<file path="src/rtl/hbi_pkg.sv">
package hbi_pkg;
  typedef enum logic [1:0] {
    ST_IDLE = 2'd0,
    ST_WAIT = 2'd1,
    ST_DONE = 2'd2
  } hbi_state_e;

  typedef struct packed {
    logic sel;
    logic strobe;
    logic is_read;
    logic latch;
  } hbi_bus_t;
endpackage

</file>
<file path="src/rtl/hbi_strobe_norm.sv">
module hbi_strobe_norm
  import hbi_pkg::*;
(
  input  logic     clk_i,
  input  logic     rst_ni,
  input  logic     bus_style_i,
  input  logic     sel_ni,
  input  logic     cyc_start_i,
  input  logic     rd_strb_ni,
  input  logic     wr_dir_i,
  output hbi_bus_t bus_o
);
  logic start_act, start_q;

  // style B address strobe is active low
  assign start_act = bus_style_i ? ~cyc_start_i : cyc_start_i;

  always_ff @(posedge clk_i or negedge rst_ni) begin
    if (!rst_ni) start_q <= 1'b0;
    else         start_q <= start_act;
  end

  always_comb begin
    bus_o.sel   = ~sel_ni;
    bus_o.latch = start_act & ~start_q;
    if (bus_style_i) begin
      bus_o.strobe  = ~rd_strb_ni;
      bus_o.is_read = wr_dir_i;
    end else begin
      bus_o.strobe  = ~rd_strb_ni | ~wr_dir_i;
      bus_o.is_read = ~rd_strb_ni;
    end
  end
endmodule

</file>
<file path="src/rtl/hbi_ctrl.sv">
module hbi_ctrl
  import hbi_pkg::*;
#(
  parameter int WAIT_W = 3
) (
  input  logic              clk_i,
  input  logic              rst_ni,
  input  logic              bus_style_i,
  input  hbi_bus_t          bus_i,
  input  logic [WAIT_W-1:0] wait_cycles_i,
  output logic              start_o,
  output logic              commit_o,
  output logic              dir_rd_o,
  output logic              hs_no
);
  hbi_state_e        state_q;
  logic [WAIT_W-1:0] cnt_q;
  logic              act;

  assign act = bus_i.sel & bus_i.strobe;

  always_ff @(posedge clk_i or negedge rst_ni) begin
    if (!rst_ni) begin
      state_q  <= ST_IDLE;
      cnt_q    <= '0;
      dir_rd_o <= 1'b0;
    end else begin
      unique case (state_q)
        ST_IDLE: if (act) begin
          state_q  <= ST_WAIT;
          cnt_q    <= wait_cycles_i;
          dir_rd_o <= bus_i.is_read;
        end
        ST_WAIT: begin
          if (!act)            state_q <= ST_IDLE;
          else if (cnt_q == 0) state_q <= ST_DONE;
          else                 cnt_q   <= cnt_q - 1'b1;
        end
        ST_DONE: if (!act) state_q <= ST_IDLE;
        default: state_q <= ST_IDLE;
      endcase
    end
  end

  assign start_o  = (state_q == ST_IDLE) & act;
  assign commit_o = (state_q == ST_WAIT) & act & (cnt_q == 0);

  // A: low = wait; B: low = acknowledge
  always_comb begin
    if (bus_style_i) hs_no = ~(act & (state_q == ST_DONE));
    else             hs_no = ~(act & (state_q != ST_DONE));
  end
endmodule

</file>
<file path="src/rtl/hbi_regfile.sv">
module hbi_regfile #(
  parameter int ADDR_W   = 9,
  parameter int DATA_W   = 8,
  parameter int NUM_REGS = 16
) (
  input  logic              clk_i,
  input  logic              rst_ni,
  input  logic              we_i,
  input  logic [ADDR_W-1:0] addr_i,
  input  logic [DATA_W-1:0] wdata_i,
  output logic [DATA_W-1:0] rdata_o
);
  logic [DATA_W-1:0] regs_q [NUM_REGS];
  logic              hit;

  assign hit = (32'(addr_i) < NUM_REGS);

  for (genvar i = 0; i < NUM_REGS; i++) begin : g_reg
    always_ff @(posedge clk_i or negedge rst_ni) begin
      if (!rst_ni)                              regs_q[i] <= '0;
      else if (we_i && hit && 32'(addr_i) == i) regs_q[i] <= wdata_i;
    end
  end

  always_comb begin
    rdata_o = '0;
    for (int i = 0; i < NUM_REGS; i++)
      if (hit && 32'(addr_i) == i) rdata_o = regs_q[i];
  end
endmodule

</file>
<file path="src/rtl/host_bus_if.sv">
module host_bus_if
  import hbi_pkg::*;
#(
  parameter int ADDR_W   = 9,
  parameter int DATA_W   = 8,
  parameter int NUM_REGS = 16,
  parameter int WAIT_W   = 3
) (
  input  logic              clk_i,
  input  logic              rst_ni,
  input  logic              bus_style_i,
  input  logic              sel_ni,
  input  logic              cyc_start_i,
  input  logic              rd_strb_ni,
  input  logic              wr_dir_i,
  input  logic [ADDR_W-1:0] addr_i,
  input  logic [WAIT_W-1:0] wait_cycles_i,
  input  logic [DATA_W-1:0] data_i,
  output logic [DATA_W-1:0] data_o,
  output logic              data_oe_o,
  output logic              hs_no
);
  hbi_bus_t          bus;
  logic              start, commit, dir_rd, wr_commit;
  logic [ADDR_W-1:0] addr_q;
  logic [DATA_W-1:0] rf_rdata, rdata_q;

  hbi_strobe_norm u_norm (
    .clk_i       (clk_i),
    .rst_ni      (rst_ni),
    .bus_style_i (bus_style_i),
    .sel_ni      (sel_ni),
    .cyc_start_i (cyc_start_i),
    .rd_strb_ni  (rd_strb_ni),
    .wr_dir_i    (wr_dir_i),
    .bus_o       (bus)
  );

  hbi_ctrl #(.WAIT_W(WAIT_W)) u_ctrl (
    .clk_i         (clk_i),
    .rst_ni        (rst_ni),
    .bus_style_i   (bus_style_i),
    .bus_i         (bus),
    .wait_cycles_i (wait_cycles_i),
    .start_o       (start),
    .commit_o      (commit),
    .dir_rd_o      (dir_rd),
    .hs_no         (hs_no)
  );

  always_ff @(posedge clk_i or negedge rst_ni) begin
    if (!rst_ni)        addr_q <= '0;
    else if (bus.latch) addr_q <= addr_i;
  end

  assign wr_commit = commit & ~dir_rd;

  hbi_regfile #(.ADDR_W(ADDR_W), .DATA_W(DATA_W), .NUM_REGS(NUM_REGS)) u_rf (
    .clk_i   (clk_i),
    .rst_ni  (rst_ni),
    .we_i    (wr_commit),
    .addr_i  (addr_q),
    .wdata_i (data_i),
    .rdata_o (rf_rdata)
  );

  always_ff @(posedge clk_i or negedge rst_ni) begin
    if (!rst_ni)               rdata_q <= '0;
    else if (commit && dir_rd) rdata_q <= rf_rdata;
    else if (start)            rdata_q <= '0;
  end

  assign data_o    = rdata_q;
  assign data_oe_o = bus.sel & bus.strobe & bus.is_read;
endmodule

</file>
<file path="config.mk">
export PLATFORM = sky130hd
export DESIGN_NAME = host_bus_if
export DESIGN_NICKNAME = d
export VERILOG_FILES = /design/src/rtl/hbi_pkg.sv /design/src/rtl/hbi_strobe_norm.sv /design/src/rtl/hbi_ctrl.sv /design/src/rtl/hbi_regfile.sv /design/src/rtl/host_bus_if.sv
export SDC_FILE = /design/constraint.sdc
export NUM_CORES = 1
export LEC_CHECK = 0
export BUFFER_PORTS_ARGS = -buffer_cell sky130_fd_sc_hd__buf_2
export CORE_ASPECT_RATIO = 0.6
export CORE_MARGIN = 5
export CORE_UTILIZATION = 46
export CTS_CLUSTER_DIAMETER = 60
export DETAILED_ROUTE_END_ITERATION = 16
export PLACE_DENSITY = 0.65
export SLEW_MARGIN = 30
export SYNTH_ARGS = -nofsm -noshare
export SYNTH_HDL_FRONTEND = slang
export SYNTH_SLANG_ARGS = --single-unit
</file>
<file path="constraint.sdc">
create_clock -name clk_i -period 5.4 [get_ports clk_i]
set_clock_uncertainty 0.15 [all_clocks]
set_input_delay 0.54 -clock clk_i [delete_from_list [all_inputs] [get_ports clk_i]]
set_output_delay 0.54 -clock clk_i [all_outputs]
set_load 0.05 [all_outputs]
</file>
==> flow_metrics.py, run 1 <==
metrics = {
    "run_status": {
        "status": "complete, but fails checks",
        "failed_checks": "negative hold slack",
    },
    "logic_synthesis": {
        "synth-seq-cells": 152,
        "syn_nets": 626,
        "synth_edf_count": 0,
        "ys_warn_count": 0,
        "syn_avg_cell_area_um2": 12.4,
        "ys_seq_area_frac": 0.513,
        "synth.cell_area_um2": 7420,
        "synth_cell_types": 63,
        "ys.flop_type": "dfrtp_1",
        "syn_inst": 597,
        "async_flop_share": 1.00,
    },
    "clock_tree": {
        "path_clk_slew_ns": 0.07,
        "cts_resized": 0,
        "cts_tree": "done",
        "cts_root_buffer": "clkbuf_16",
        "clk_path_buf_depth": 2,
        "numClockSinks": 152,
        "clock_latency_ns": 0.42,
        "cts_setup_buffers": 0,
        "cts_hold_buf": 0,
        "h-tree-depth": 4,
        "cts_buffers": 17,
    },
    "critical_path": {
        "path_cells": "buf_4 > nand2_1 > nor2_2 > mux2_2",
        "crit_family": "simple AND/OR/NAND/NOR gates",
        "cp_max_fo": 31,
        "cp.depth": 4,
        "slowest_delay_ns": 0.82,
        "startpoint_type": "register",
        "crit_buf_inv": 1,
        "path_class": "reg2reg",
        "arrival_ns": 3.10,
        "reg2reg_depth": 4,
        "end_kind": "register",
        "cp_data_required_time_ns": 5.54,
        "cp_slowest_cell": "dfrtp_2",
    },
    "layout": {
        "drive_gt1_frac": 0.380,
        "final_util": 0.521,
        "fin_nets": 650,
        "area_growth_pct": 12.6,
        "fin_area_um2": 8350,
        "nFillCells": 1372,
        "n_antenna_cell": 0,
    },
    "die": {
        "io_pins": 37,
        "fp.dieH_um": 108,
        "rows": 36,
        "fp.dieW_um": 174,
        "initial_utilization": 0.463,
        "core_um2": 16000,
        "die_area_um2": 18800,
    },
    "routing": {
        "dr.first_iter.drc_count": 527,
        "vias_per_cell": 6.13,
        "avgRoutedWirePerCell_um": 22.6,
        "antenna_left": 0,
        "drc": 0,
        "num_vias": 5169,
        "firstDrtPassIters": 5,
        "wirelength_mm": 19.1,
    },
    "placed_design": {
        "place_congestion": 0.876,
        "dpl_cell_area_um2": 7760,
        "dp_hpwl_mm": 13.2,
        "port_buffers": 36,
    },
    "timing": {
        "finalWorstPathRequiredPeriod_ns": 2.95,
        "maxSlewViolCount": 0,
        "tightest_slew_ns": 0.890,
        "fin_hold_ws_ns": -0.00316,
        "setup_viol": 0,
        "fin_crit_sh": 0.547,
        "rsz0062_at_grt": "no",
        "tns_ns": 0,
        "fmax_mhz": 339,
        "slew-limit-headroom": 0.407,
        "hold_violations": 3,
    },
    "power": {
        "total_power_w": 0.00284,
        "powerDensity_nw_per_um2": 340,
        "p_leak_nw": 3.95,
        "irDropWorstVdd_mv": 0.185,
    },
    "global_route": {
        "grt_pass1_wl_mm": 30.4,
        "overflow": 0,
        "antenna_found_initial": 0,
        "track_usage": 0.209,
        "grt_start_max_net_pins": 115,
        "grt_pass1_vias": 5259,
    },
    "hold_path": {
        "hold_path_class": "in2async",
    },
    "job": {
        "maxCapViolations": 0,
    },
}
cell usage after synthesis, types with 5 or more instances:
library cell,number,area [um^2]
nor2_2,7,43.8
inv_1,11,41.3
clkbuf_1,25,93.8
o21ai_0,23,115
nor3_1,10,50.1
mux2i_1,20,200
nand3_1,6,30.0
dfrtp_1,152,3800
nand2b_1,11,68.8
a2bb2oi_1,7,61.3
a31oi_1,5,31.3
mux2_2,137,1540
a21oi_1,18,90.1
buf_2,7,35.0
a211oi_1,5,37.5
nand2_1,22,82.6
a22oi_1,7,52.6
o21a_1,10,75.1
nor2_1,9,33.8
o211ai_1,10,75.1
nor2b_1,16,100
power breakdown:
| part | internal [W] | leakage (nW) | total [W] | switching [W] |
|---|---|---|---|---|
| sequential | 0.00117 | 2.09 | 0.00122 | 0.0000541 |
| combinational | 0.000139 | 1.57 | 0.000421 | 0.000281 |
| clock | 0.000693 | 0.284 | 0.00120 | 0.000507 |
cells by family (layout without fill, tap and decap cells):
family                     Yosys count  count (layout)  synth area share
AOI/OAI and AO/OA                  113             113             0.104
buffers and inverters               48              85            0.0270
muxes                              162             162             0.249
and+or+nand+nor                    118             118             0.101
xor gates and xnor gates             2               2           0.00236
DFF                                152             152             0.513
adders and majority gates            2               2           0.00337
cell type report:
type	count	area [um^2]	area share
flip-flops and latches	152	3800	0.456
multi-input cells	397	3420	0.409
repair buffers	42	235	0.0282
well taps	209	262	0.0313
clock inverters	14	161	0.0193
inverters	11	41.3	0.00494
clock buffers	18	429	0.0514
state kept, by name, summed over array words and instances, names as in the netlist:
register         count
u_norm.start_q       1
u_ctrl.state_q       2
u_rf.regs_q        128
u_ctrl.cnt_q         3
data_o               8
addr_q               9
u_ctrl.dir_rd_o      1
worst paths after layout:
check / startpoint / to / slack, ns
setup reg to reg: addr_q[0] / u_rf.regs_q[39] / 2.45
hold reg to reg: u_rf.regs_q[57] / u_rf.regs_q[57] / 0.35
hold / removal: rst_ni / addr_q[4] / -0.003
min in group clk_i: sel_ni / u_ctrl.state_q[1] / 0.17
setup / recovery: addr_q[0] / u_rf.regs_q[39] / 2.45
max in group asynchronous: rst_ni / u_rf.regs_q[22] / 3.96
routing by layer:
metal	vias to the layer above	track usage	routed length, um
li1	2263	-	-
met1	2681	0.331	9430
met2	214	0.296	8080
met3	11	0.0412	1460
met4	0	0.0446	106
met5	-	0	0
stage by stage:
step | std cells | worst slack, ns
after floorplan | 597 | 3.00
after global placement | 811 | 2.55
after detailed placement | 811 | 2.51
after CTS | 843 | 2.47
after global routing | 843 | 2.31
final | 843 | 2.45
cells in the final DEF (no fill, tap or decap), types with 3 or more instances in the layout:
master,Yosys,layout
a211oi_1,5,5
buf_4,1,6
nor2_2,7,7
nand2b_1,11,11
buf_2,7,35
clkinv_4,0,3
mux2i_1,20,20
o211ai_1,10,10
o21ai_0,23,23
a32oi_1,3,3
nand2_1,22,22
nor3b_1,4,4
a21oi_1,18,18
nor3_1,10,10
nor2_1,9,9
nor2b_1,16,16
nand2_2,3,3
nor2_4,3,3
o22ai_1,4,4
nor3_4,3,3
dfrtp_1,152,151
and3_1,4,4
and3b_1,4,4
a2bb2oi_1,7,7
mux4_2,4,4
clkbuf_16,0,17
mux2_2,137,137
inv_6,0,5
inv_1,11,11
o221ai_1,4,4
nand3_1,6,6
a31oi_1,5,5
o21a_1,10,10
a21o_1,3,3
a22oi_1,7,7
No activity file was read; power rests on OpenSTA's default activity.
==> run 2: changes to the inputs <==
==> constraint.sdc (replaced) <==
create_clock -name clk_i -period 2.9 [get_ports clk_i]
set_clock_uncertainty 0.15 [all_clocks]
set_input_delay 0.29 -clock clk_i [delete_from_list [all_inputs] [get_ports clk_i]]
set_output_delay 0.29 -clock clk_i [all_outputs]
set_load 0.05 [all_outputs]
==> run 2 against run 1 <==
  * Flip-flop and latch count stayed put
  * Count of clock-buffer cells in the layout stayed put
  * The run now ends clean
  * Clock power is 98% higher
  * Worst setup slack worse by 2.3 ns
  * Final cell count is 4.0% higher
  * Largest power group is now clock
  * Register-to-register slack worse by 2.3 ns
  * Critical path depth is 1 higher
==> flow_metrics.py, run 2 (same netlist as run 1, synthesis figures left out) <==
metrics = {
    "clock_tree": {
        "h-tree-depth": 4,
        "path_clk_slew_ns": 0.07,
        "clock_latency_ns": 0.42,
        "cts_tree": "done",
        "numClockSinks": 152,
        "clk_path_buf_depth": 2,
        "cts_root_buffer": "clkbuf_16",
        "cts_buffers": 17,
    },
    "layout": {
        "nFillCells": 1320,
        "largest-register": "u_rf.regs_q",
        "regArea_um2": 3800,
        "area_growth_pct": 17.3,
        "instances_no_fill": 877,
        "final_util": 0.543,
        "final_cell_mix": "dfrtp_1, mux2_2, buf_2",
        "mostFrequentLayoutCell": "dfrtp_1",
        "multi_input_area_um2": 3410,
        "largest_reg_flops": 128,
        "fin_nets": 684,
        "drive_gt1_frac": 0.394,
        "n_antenna_cell": 0,
    },
    "critical_path": {
        "end_kind": "register",
        "cp_data_required_time_ns": 3.05,
        "arrival_ns": 2.87,
        "reg2reg_depth": 5,
        "cp_max_fo": 8,
        "startpoint_type": "register",
        "rrSetupSlack_ns": 0.18,
        "path_class": "reg2reg",
        "rr_endpoint": "u_rf.regs_q[115]",
        "r2r-start": "addr_q[7]",
    },
    "timing": {
        "setup_viol": 0,
        "layout_setup_ws_ns": 0.185,
        "slew-limit-headroom": 0.519,
        "tightest_slew_ns": 0.721,
        "fin_crit_sh": 0.936,
        "hold_violations": 0,
        "fmax_mhz": 368,
        "maxSlewViolCount": 0,
        "finalWorstPathRequiredPeriod_ns": 2.72,
        "tns_ns": 0,
        "rsz0062_at_grt": "no",
    },
    "power": {
        "powerDensity_nw_per_um2": 636,
        "internal-power_w": 0.00391,
        "combPwrFrac": 0.160,
        "p_seq_frac": 0.411,
        "swShare": 0.293,
        "p_clk_frac": 0.429,
        "irDropWorstVdd_mv": 0.396,
        "p_leak_nw": 4.14,
        "power.switching_w": 0.00162,
    },
    "global_route": {
        "grt_start_max_net_pins": 63,
        "grt_pass1_wl_mm": 32.1,
        "antenna_found_initial": 0,
        "overflow": 0,
        "grt_pass1_vias": 5449,
        "track_usage": 0.220,
    },
    "run_status": {
        "status": "finished clean",
    },
    "placed_design": {
        "dp_slack_ns": 0.226,
        "place_inst": 833,
        "place_congestion": 0.879,
        "port_buffers": 36,
        "dp_hpwl_mm": 14.2,
    },
    "hold_path": {
        "hold_end": "u_ctrl.cnt_q[1]",
        "min_from": "wait_cycles_i[1]",
        "min_path_cells": 3,
        "hold_path_class": "in2reg",
    },
    "routing": {
        "vias_per_cell": 5.96,
        "avgRoutedWirePerCell_um": 22.7,
        "drc": 0,
        "antenna_left": 0,
        "dr.first_iter.drc_count": 470,
        "wirelength_mm": 19.9,
        "firstDrtPassIters": 5,
        "num_vias": 5223,
    },
    "die": {
        "die_area_um2": 18800,
        "core_um2": 16000,
        "io_pins": 37,
        "rows": 36,
        "fp.dieH_um": 108,
        "fp.dieW_um": 174,
        "initial_utilization": 0.463,
    },
    "job": {
        "maxCapViolations": 0,
    },
}
==> run 2: layout make-up <==
type | count | share of cell area
Inverter | 11 | 0.00475
Timing Repair Buffer | 76 | 0.0637
Tap cell | 209 | 0.0301
Clock buffer | 18 | 0.0505
Sequential cell | 152 | 0.437
Clock inverter | 14 | 0.0214
Multi-Input combinational cell | 397 | 0.392
==> run 2: how the worst max path moves through the flow <==
stage,start,end,slack [ns],depth (start not counted)
after floorplan,u_ctrl.cnt_q[0],u_rf.regs_q[24],0.57,7
after global placement,addr_q[7],u_rf.regs_q[120],0.30,5
after detailed placement,addr_q[7],u_rf.regs_q[112],0.23,5
after CTS,addr_q[7],u_rf.regs_q[116],0.22,5
after global routing,addr_q[7],u_rf.regs_q[116],0.09,5
final,addr_q[7],u_rf.regs_q[115],0.18,5
==> run 2: timing repair <==
action / 4_1_cts / 5_1_grt
buffers inserted: 0 / 0
hold buffers: 12 / 0
endpoints found under the hold margin: 71 / 0
gates resized for setup: 0 / 0
==> run 2: power by group through the flow <==
stage | clock [W] | combinational, W | sequential [W]
4_1_cts | 0.00241 | 0.000878 | 0.00227
6_report | 0.00237 | 0.000887 | 0.00227
3_3_place_gp | 0 | 0.000850 | 0.00231
3_5_place_dp | 0 | 0.000862 | 0.00231
5_1_grt | 0.00249 | 0.000954 | 0.00228
2_1_floorplan | 0 | 0.000564 | 0.00224
==> run 2: routing by layer <==
metal / GRT usage / part of all wire / up-vias
li1: - / - / 2326
met1: 0.330 / 0.48 / 2652
met2: 0.309 / 0.41 / 209
met3: 0.0594 / 0.088 / 34
met4: 0.0649 / 0.015 / 2
met5: 0.0234 / 0.0021 / -
==> run 2: critical path: stages (launching register included) <==
cell and delay [ns]:
dfrtp_1 0.39, or4_4 0.61, nor3_4 0.33, nand3b_2 0.21
nor2_2 0.49, mux2_2 0.40
==> run 2: stage by stage <==
| stage | instance area [um^2] | power, W | hold WS (ns) |
|---|---|---|---|
| floorplan | 7420 | 0.00281 | -0.156 |
| global placement | 7960 | 0.00316 | 0.144 |
| detailed placement | 7960 | 0.00317 | 0.157 |
| CTS | 8700 | 0.00556 | 0.00139 |
| global route | 8700 | 0.00573 | 0.0204 |
| finish | 8700 | 0.00553 | 0.0109 |
